--- src/rtl/tri_spwm_pkg.sv ---
package tri_spwm_pkg;

  localparam int SMP_W  = 8;
  localparam int AMP_W  = 8;
  localparam int TBL_AW = 8;
  localparam int TBL_N  = 1 << TBL_AW;
  localparam int NLEG   = 3;

  // Quarter-free rational approximation of one sine period, 127 = peak.
  function automatic logic signed [SMP_W-1:0] sine_sample(input logic [TBL_AW-1:0] idx);
    int k;
    int q;
    int mag;
    logic signed [SMP_W-1:0] r;
    k   = int'(idx[TBL_AW-2:0]);
    q   = k * (128 - k);
    mag = (2032 * q) / (81920 - 4 * q);
    r   = SMP_W'(mag);
    if (idx[TBL_AW-1]) r = -r;
    return r;
  endfunction

  // Signed sample times unsigned amplitude, floor-divided by 2^sh.
  function automatic int scaled_offset(input logic signed [SMP_W-1:0] s,
                                       input logic [AMP_W-1:0] a,
                                       input int sh);
    int p;
    p = int'(s) * int'(a);
    return p >>> sh;
  endfunction

endpackage

--- src/rtl/tri_spwm_carrier.sv ---
module tri_spwm_carrier #(
  parameter int CAR_W = 8
) (
  input  logic             clk,
  input  logic             rst,
  output logic [CAR_W-1:0] cnt,
  output logic             at_min,
  output logic             at_max
);
  localparam logic [CAR_W-1:0] TOP    = '1;
  localparam logic [CAR_W-1:0] TOP_M1 = TOP - 1'b1;
  localparam logic [CAR_W-1:0] ONE    = CAR_W'(1);

  logic up_q;

  always_ff @(posedge clk) begin
    if (rst) begin
      cnt  <= '0;
      up_q <= 1'b1;
    end else if (up_q) begin
      cnt <= cnt + ONE;
      if (cnt == TOP_M1) up_q <= 1'b0;
    end else begin
      cnt <= cnt - ONE;
      if (cnt == ONE) up_q <= 1'b1;
    end
  end

  assign at_min = (cnt == '0);
  assign at_max = (cnt == TOP);

endmodule

--- src/rtl/tri_spwm_sine_rom.sv ---
module tri_spwm_sine_rom
  import tri_spwm_pkg::*;
#(
  parameter int NRD = 3
) (
  input  logic        [TBL_AW-1:0] addr [NRD],
  output logic signed [SMP_W-1:0]  data [NRD]
);
  logic signed [SMP_W-1:0] tbl [TBL_N];

  for (genvar e = 0; e < TBL_N; e++) begin : g_tbl
    assign tbl[e] = sine_sample(TBL_AW'(e));
  end

  for (genvar r = 0; r < NRD; r++) begin : g_rd
    assign data[r] = tbl[addr[r]];
  end

endmodule

--- src/rtl/tri_spwm_leg.sv ---
module tri_spwm_leg #(
  parameter int DEAD_CYC = 4
) (
  input  logic clk,
  input  logic rst,
  input  logic en,
  input  logic req,
  output logic hi,
  output logic lo
);
  localparam int DT_W = (DEAD_CYC > 0) ? $clog2(DEAD_CYC + 1) : 1;
  localparam logic [DT_W-1:0] DT_LOAD = DT_W'(DEAD_CYC);

  logic            cur_q;
  logic [DT_W-1:0] tmr_q;
  logic            settled;

  always_ff @(posedge clk) begin
    if (rst) begin
      cur_q <= 1'b0;
      tmr_q <= '0;
    end else if (req != cur_q) begin
      cur_q <= req;
      tmr_q <= DT_LOAD;
    end else if (tmr_q != '0) begin
      tmr_q <= tmr_q - 1'b1;
    end
  end

  assign settled = (tmr_q == '0);
  assign hi = en & cur_q & settled;
  assign lo = en & ~cur_q & settled;

endmodule

--- src/rtl/tri_spwm_gen.sv ---
module tri_spwm_gen
  import tri_spwm_pkg::*;
#(
  parameter int CAR_W    = 8,
  parameter int PH_W     = 24,
  parameter int DEAD_CYC = 4
) (
  input  logic              clk,
  input  logic              rst,
  input  logic [PH_W-1:0]   freq_word,
  input  logic [AMP_W-1:0]  amp,
  output logic [NLEG-1:0]   gate_hi,
  output logic [NLEG-1:0]   gate_lo
);
  localparam int MID      = 1 << (CAR_W - 1);
  localparam int SCALE_SH = SMP_W + AMP_W - CAR_W;

  // carrier
  logic [CAR_W-1:0] car_cnt;
  logic             car_at_min;
  logic             car_at_max;

  tri_spwm_carrier #(.CAR_W(CAR_W)) u_car (
    .clk    (clk),
    .rst    (rst),
    .cnt    (car_cnt),
    .at_min (car_at_min),
    .at_max (car_at_max)
  );

  // phase and table lookup
  logic        [PH_W-1:0]   ph_acc;
  logic        [TBL_AW-1:0] rd_addr [NLEG];
  logic signed [SMP_W-1:0]  rd_data [NLEG];

  for (genvar g = 0; g < NLEG; g++) begin : g_idx
    localparam logic [PH_W-1:0] OFS = PH_W'(((64'd1 << PH_W) * g) / 3);
    logic [PH_W-1:0] ph_sum;
    assign ph_sum     = ph_acc + OFS;
    assign rd_addr[g] = ph_sum[PH_W-1 -: TBL_AW];
  end

  tri_spwm_sine_rom #(.NRD(NLEG)) u_rom (
    .addr (rd_addr),
    .data (rd_data)
  );

  // compare values, held for a full carrier period
  logic [NLEG-1:0][CAR_W-1:0] cmp_next;
  logic [NLEG-1:0][CAR_W-1:0] cmp_q;

  always_comb begin
    for (int i = 0; i < NLEG; i++) begin
      cmp_next[i] = CAR_W'(MID + scaled_offset(rd_data[i], amp, SCALE_SH));
    end
  end

  always_ff @(posedge clk) begin
    if (rst) begin
      ph_acc <= '0;
      for (int i = 0; i < NLEG; i++) cmp_q[i] <= CAR_W'(MID);
    end else if (car_at_min) begin
      ph_acc <= ph_acc + freq_word;
      cmp_q  <= cmp_next;
    end
  end

  // startup hold: release after the first full carrier period
  logic seen_peak_q;
  logic gate_en_q;

  always_ff @(posedge clk) begin
    if (rst) begin
      seen_peak_q <= 1'b0;
      gate_en_q   <= 1'b0;
    end else begin
      if (car_at_max) seen_peak_q <= 1'b1;
      if (car_at_min && seen_peak_q) gate_en_q <= 1'b1;
    end
  end

  // per-leg comparison and dead time
  logic [NLEG-1:0] leg_req;

  for (genvar g = 0; g < NLEG; g++) begin : g_leg
    assign leg_req[g] = (cmp_q[g] < car_cnt);

    tri_spwm_leg #(.DEAD_CYC(DEAD_CYC)) u_leg (
      .clk (clk),
      .rst (rst),
      .en  (gate_en_q),
      .req (leg_req[g]),
      .hi  (gate_hi[g]),
      .lo  (gate_lo[g])
    );
  end

endmodule

--- config.mk ---
export PLATFORM = sky130hd
export DESIGN_NAME = tri_spwm_gen
export DESIGN_NICKNAME = d
export VERILOG_FILES = /design/src/rtl/tri_spwm_pkg.sv /design/src/rtl/tri_spwm_carrier.sv /design/src/rtl/tri_spwm_sine_rom.sv /design/src/rtl/tri_spwm_leg.sv /design/src/rtl/tri_spwm_gen.sv
export SDC_FILE = /design/constraint.sdc
export NUM_CORES = 1
export LEC_CHECK = 0
export BUFFER_PORTS_ARGS = -buffer_cell sky130_fd_sc_hd__clkbuf_2
export CAP_MARGIN = 15
export CELL_PAD_IN_SITES_DETAIL_PLACEMENT = 1
export CELL_PAD_IN_SITES_GLOBAL_PLACEMENT = 1
export CORE_MARGIN = 1.5
export CORE_UTILIZATION = 53
export CTS_CLUSTER_DIAMETER = 200
export DETAILED_ROUTE_END_ITERATION = 12
export PLACE_DENSITY_LB_ADDON = 0.1
export SKIP_LAST_GASP = 1
export SYNTH_ARGS = -nofsm -noshare
export SYNTH_HDL_FRONTEND = slang
export SYNTH_HIERARCHICAL = 1
export SYNTH_SLANG_ARGS = --single-unit
export TNS_END_PERCENT = 10
--- constraint.sdc ---
create_clock -name clk -period 21.4 [get_ports clk]
set_clock_uncertainty 0.15 [all_clocks]
set_input_delay 0 -clock clk [delete_from_list [all_inputs] [get_ports clk]]
set_output_delay 0 -clock clk [all_outputs]
set_load 0.02 [all_outputs]
==> metrics, run 1 <==
Worst EP required=21.54 ns; Hold Vio Cnt, Final=0; clock buffer count from CTS=9; crit path buf inv count=3; complex-gate fraction of the synthesized area=25.30%; ys async rst share=0%; core area=30,510 sq um; final worst-path cycle share=43.54%; grt ovf=0; fin worst setup slack=12.08 ns; Mapped Cells=2,206; CTS root buf=clkbuf_16; Crit-path slowest cell=a211oi_1; die height=179.0 um; WHS Path Cells=4; DIE AREA=32,040 sq um; Syn Nets=2,541; WL per Instance=21.41 um; # Post-CTS Setup Buffers=0; Ys Warns=6; worst-skew pair later-pin latency=0.34 ns; H-tree levels=3; Clock Pin Slew Worst Setup and Hold Paths=0.07 ns; Fin Setup TNS=0 ns; vias in the first global route=16,889; via-per-instance ratio=6.463; R2R depth=27; Slew @ Worst Pin=1.139 ns; Crit. End Element=flop; layout cell share with drive strength beyond 1=6.726%; simple logic cell fraction of the synthesized area=23.48%; area share of the largest cell type after synthesis=14.86%; Mapped Area=16,420 sq um; Setup violations, final=0; Unique masters post-synth=93; largest net degree at the start of global routing=81; Vias=16,402; cell taking the most area after synthesis=ha_1; Post-Route Utilization=55.88%; Initial Utilization=53.81%; Seq/Total Area, Yosys=8.659%; Remaining DRCs=0; Final Net Count=2,471; DR iter-0 viols=1,286; Levels on crit path=27; critical path class=flop to flop; post-synthesis mux area share=2.439%; Adder-Cell Fraction of Synth Area=27.79%; xor and xnor area share after synthesis=3.575%; main combinational cell family by area after synthesis=adder cells; final wirelength=54.33 mm; Core Rows=64; CTS sink count=71; # port buffers=39; Final Max Tran Viols=0; worst min path class=primary input to flop; mean post-synth cell area=7.441 sq um; Routed Antenna Nets=0; Detailed Routing Iterations Pass 1=5; Max Root-Sink Buffers=2; top cells by area, synth=ha_1 15%, fa_1 13%, dfxtp_1 8.7%; setup repair after global routing missed its margin=no; GRT Overall Usage=33.88%; fillcell total=3,891; initial antenna violation count=1; CP delay by family, top=compound AO/OA/AOI/OAI gates; max_cap viols=0; min Tclk post-route=9.317 ns; first-pass GRT wire length=86.91 mm; hpwl dp=39.47 mm; Main synth FF type=dfxtp_1; Max-Slew Margin vs Limit=23.30%; Post-synth EDFFs=0; max frequency=107.3 MHz; Routability Congestion=0.9440; outcome=completed; Place WS=12.18 ns; crit start category=flop; WP data arrival=9.45 ns; CTS tree=yes; crit-path most repeated cell=fa_1; die width=179.0 um; crit-path max FO=78; Layout area overhead=3.857%; #FFs+latches synth=71; slowest stage delay, CP=0.81 ns; io pins=40
[kinds of logic after synthesis]
logic type	count (synthesis)
AOI/OAI and AO/OA	619
muxes	33
and+or+nand+nor	773
DFF	71
adders and majority gates	301
buffers and inverters	342
xor gates and xnor gates	67
[metrics by stage]
step           cells  hold slack, ns  cell area (sq um)
6_report        2538         0.02999              17050
5_1_grt         2538         0.05473              17050
3_5_place_dp    2518          0.2635              16670
3_3_place_gp    2518          0.2079              16670
2_1_floorplan   2206        -0.08114              16420
4_1_cts         2536         0.04152              17040
[Yosys cell counts, types with 7 or more instances]
cell type / instances
o31ai_1: 17
o21ai_0: 125
a211o_1: 12
a2111oi_0: 7
nor2b_1: 39
clkbuf_1: 68
xnor2_1: 40
dfxtp_1: 71
nand2_1: 215
o311ai_0: 19
nand2b_1: 55
mux2i_1: 25
nor3_1: 42
ha_1: 195
nand3_1: 38
xor2_1: 27
a311oi_1: 16
and3_1: 12
nor2_1: 171
buf_2: 60
a31oi_1: 45
o211ai_1: 24
o21bai_1: 8
buf_4: 10
fa_1: 106
or3_1: 11
and2_1: 127
o22ai_1: 14
o21a_1: 21
a21oi_1: 141
inv_1: 185
o221ai_1: 8
nand4_1: 13
a211oi_1: 34
a221oi_1: 9
a21o_1: 43
[flip-flops by register name, summed over array words and instances, names as in the netlist]
| name | cells |
|---|---|
| g_leg.u_leg/tmr_q | 9 |
| u_car/cnt | 8 |
| seen_peak_q | 1 |
| cmp_q | 24 |
| ph_acc | 24 |
| g_leg.u_leg/cur_q | 3 |
| gate_en_q | 1 |
| u_car/up_q | 1 |
[tightest hold or removal path, stage by stage]
cell and delay [ns]:
clkbuf_2 0.08, nand2_1 0.05, mux2i_1 0.11, mux2_2 0.24
[metal layers]
| metal | global-route usage, % | routed length, um | share of wire [%] |
|---|---|---|---|
| met1 | 42.77 | 22820 | 42 |
| met2 | 58.78 | 26980 | 50 |
| met3 | 4.220 | 2658 | 4.9 |
| met4 | 12.60 | 1869 | 3.4 |
| met5 | 0 | 0 | 0 |
[cell usage in the layout, fill, tap and decap left out, drive strengths merged, types with 12 or more instances in the layout]
cell	instances
nand3	38
a211oi	34
a21oi	143
nor2	171
o211ai	24
xor2	27
o311ai	20
xnor2	40
nand2b	55
and2	127
nand4	13
a21o	43
nand2	215
o22ai	14
mux2i	25
a311oi	16
dfxtp	71
o21a	21
o21ai	133
buf	27
o31ai	18
or3	14
clkbuf	50
ha	195
inv	190
and3	15
nor3	42
a31oi	45
nor2b	42
a211o	12
fa	106
[final cells by class]
cell class              instances  area [sq um]  share of cell area (%)
clock inverters                 6         116.4                  0.6825
clock buffers                  10         229.0                   1.343
repair buffers                 69         425.4                   2.495
diodes                          1         2.502                 0.01468
multi-input cells            1793         13630                   79.96
well taps                     396         495.5                   2.906
flip-flops and latches         71          1426                   8.366
inverters                     192         720.7                   4.227
[final timing paths]
check,startpoint,end,slack [ns]
setup / recovery,ph_acc[11],cmp_q[23],12.08
hold reg to reg,cmp_q[5],cmp_q[5],0.32
setup reg to reg,ph_acc[11],cmp_q[23],12.08
hold / removal,freq_word[23],ph_acc[23],0.03
[timing repair]
item | CTS | global route
hold endpoints to repair | 2 | 0
hold buffers | 2 | 0
gates resized for setup | 0 | 0
Power of run 1 is not shown: default switching activity piles up to over one toggle a cycle in this logic, so the estimate is an artifact.
==> run 2, diff against run 1 <==
Settings changed: ABC_AREA set to 1, CORE_UTILIZATION 53 to 46.
Clock period 21.4 ns to 8.8 ns, I/O delays scaled along.
==> run 2 against run 1 <==
  * Area after synthesis increased by 7.9%
  * Hold slack better by 0.016 ns
  * Final cell count up 40%
  * Global-route usage is 0.32 points lower
  * First-iteration DRC count shrank 6.6%
  * Routed wire length increased by 18%
  * Core utilization decreased by 6.8 points
  * Via count up 20%
  * Synthesized cell count is 39% higher
==> metrics, run 2 <==
WL per Instance=18.03 um; CTS tree=yes; Mapped Cells=3,075; Reg-to-Reg End=cmp_q[15]; #FFs+latches synth=71; Main synth FF type=dfxtp_1; slowest stage delay, CP=0.84 ns; DIE AREA=39,670 sq um; clock buffer count from CTS=9; simple logic cell fraction of the synthesized area=37.75%; dpl cells=3,543; Initial Utilization=46.89%; io pins=40; post-synthesis mux area share=0%; largest net degree at the start of global routing=55; Clock Pin Slew Worst Setup and Hold Paths=0.07 ns; Crit. End Element=flop; DR iter-0 viols=1,201; Worst R2R Start=ph_acc[16]; endpoint of the worst hold path=ph_acc[8]; largest registers=cmp_q x24, ph_acc x24, g_leg.u_leg/tmr_q x9; CTS root buf=clkbuf_16; complex-gate fraction of the synthesized area=11.94%; WP data arrival=7.90 ns; H-tree levels=3; WHS Path Cells=5; final std cells w/o fill=3,563; Reg2Reg Setup Slack=1.03 ns; Crit-path slowest cell=dfxtp_1; # Post-CTS Setup Buffers=0; crit start category=flop; Final Net Count=3,381; Place WS=1.160 ns; hpwl dp=51.55 mm; setup repair after global routing missed its margin=no; max frequency=128.7 MHz; via-per-instance ratio=5.516; Post-synth EDFFs=0; Final Max Tran Viols=0; Placed Instance Area=18,210 sq um; final wirelength=64.25 mm; Vias=19,653; top cells by area, synth=nand2_1 22%, ha_1 14%, fa_1 12%; Mapped Area=17,700 sq um; cell taking the most area after synthesis=nand2_1; crit-path max FO=18; Max-Slew Margin vs Limit=44.24%; dominant cell by count in the synthesized netlist=nand2_1; outcome=completed; final worst-path cycle share=88.31%; ys async rst share=0%; layout cell share with drive strength beyond 1=5.769%; area share of the largest cell type after synthesis=21.54%; vias in the first global route=20,665; main combinational cell family by area after synthesis=simple AND/OR/NAND/NOR gates; Synth top cells by count=1,016 x nand2_1, 547 x inv_1, 250 x nor2_1; Core Rows=71; Routability Congestion=0.9984; Ys Warns=6; initial antenna violation count=1; Post-Layout Inst Area=18,550 sq um; grt ovf=0; # port buffers=39; Fin Setup TNS=0 ns; Worst EP required=8.93 ns; core area=37,760 sq um; Routed Antenna Nets=0; commonest non-fill, non-tap cells in the layout=1,016 x nand2_1, 547 x inv_1, 250 x nor2_1, 225 x nand3_1, 195 x ha_1; xor and xnor area share after synthesis=1.435%; Syn Nets=3,410; Hold Vio Cnt, Final=0; Layout area overhead=4.749%; fin worst setup slack=1.029 ns; crit-path most repeated cell=nand2_1; mean post-synth cell area=5.758 sq um; Seq/Total Area, Yosys=8.028%; CTS sink count=71; R2R depth=37; Max Root-Sink Buffers=2; GRT Overall Usage=33.55%; first-pass GRT wire length=105.8 mm; Remaining DRCs=0; commonest non-fill, non-tap cell in the layout=nand2_1; worst-skew pair later-pin latency=0.39 ns; Setup violations, final=0; worst min path class=primary input to flop; Adder-Cell Fraction of Synth Area=25.77%; Worst Hold Launch=freq_word[8]; min Tclk post-route=7.771 ns; max_cap viols=0; Slew @ Worst Pin=0.8334 ns; Unique masters post-synth=48; Detailed Routing Iterations Pass 1=5; die width=199.2 um; die height=199.2 um; critical path class=flop to flop
## run 2: stage by stage
step	hold slack (ns)	utilization (%)
6_report	0.04575	49.12
5_1_grt	0.08127	49.12
4_1_cts	0.03712	49.11
3_5_place_dp	0.2104	48.22
3_3_place_gp	0.2075	48.22
2_1_floorplan	-0.08756	-
## run 2: cells by family (layout without fill, tap and decap cells)
kind of cell,Yosys count,in the layout
and+or+nand+nor,1609,1609
xor gates and xnor gates,29,29
AOI/OAI and AO/OA,383,383
adders and majority gates,301,301
buffers and inverters,682,658
DFF,71,71
other,0,1
## run 2: what timing repair did
item | 4_1_cts | 5_1_grt
endpoints found under the setup margin | 0 | 0
gates resized for setup | 0 | 0
hold buffers | 3 | 0
endpoints found under the hold margin | 3 | 0
## run 2: layer usage
metal  track usage [%]  routed length [um]  vias up
li1                  -                   -     9464
met1             42.72               28270     9531
met2             59.89               31400      558
met3             2.717                3125      100
met4             10.19                1451        0
met5                 0                   0        -
## run 2: cell type report
| cell class | count | area, sq um |
|---|---|---|
| antenna | 1 | 2.502 |
| clock buffer | 11 | 242.7 |
| clock inverter | 5 | 65.06 |
| fill | 5428 | 19210 |
| inverter | 580 | 2177 |
| multi-input combinational | 2322 | 13620 |
| sequential | 71 | 1421 |
| tap | 511 | 639.4 |
| timing repair buffer | 62 | 375.4 |
## run 2: worst max-delay path: cells and delay by family, from the launching register on
kind	cells	cell delay [ns]
buffers and inverters	7	0.98
adders and majority gates	6	2.74
and+or+nand+nor	18	1.83
AOI/OAI and AO/OA	5	0.94
xor gates and xnor gates	1	0.18
DFF	1	0.84
## run 2: how the worst max path moves through the flow
stage	from	endpoint	slack [ns]	cells after the start
after CTS	ph_acc[16]	cmp_q[15]	1.12	37
after floorplan	ph_acc[16]	cmp_q[15]	2.24	38
after detailed placement	ph_acc[16]	cmp_q[15]	1.16	37
after global placement	ph_acc[9]	cmp_q[15]	1.42	38
after global routing	ph_acc[9]	cmp_q[15]	0.42	38
final	ph_acc[16]	cmp_q[15]	1.03	37
Power of run 2 is left out for the same reason.
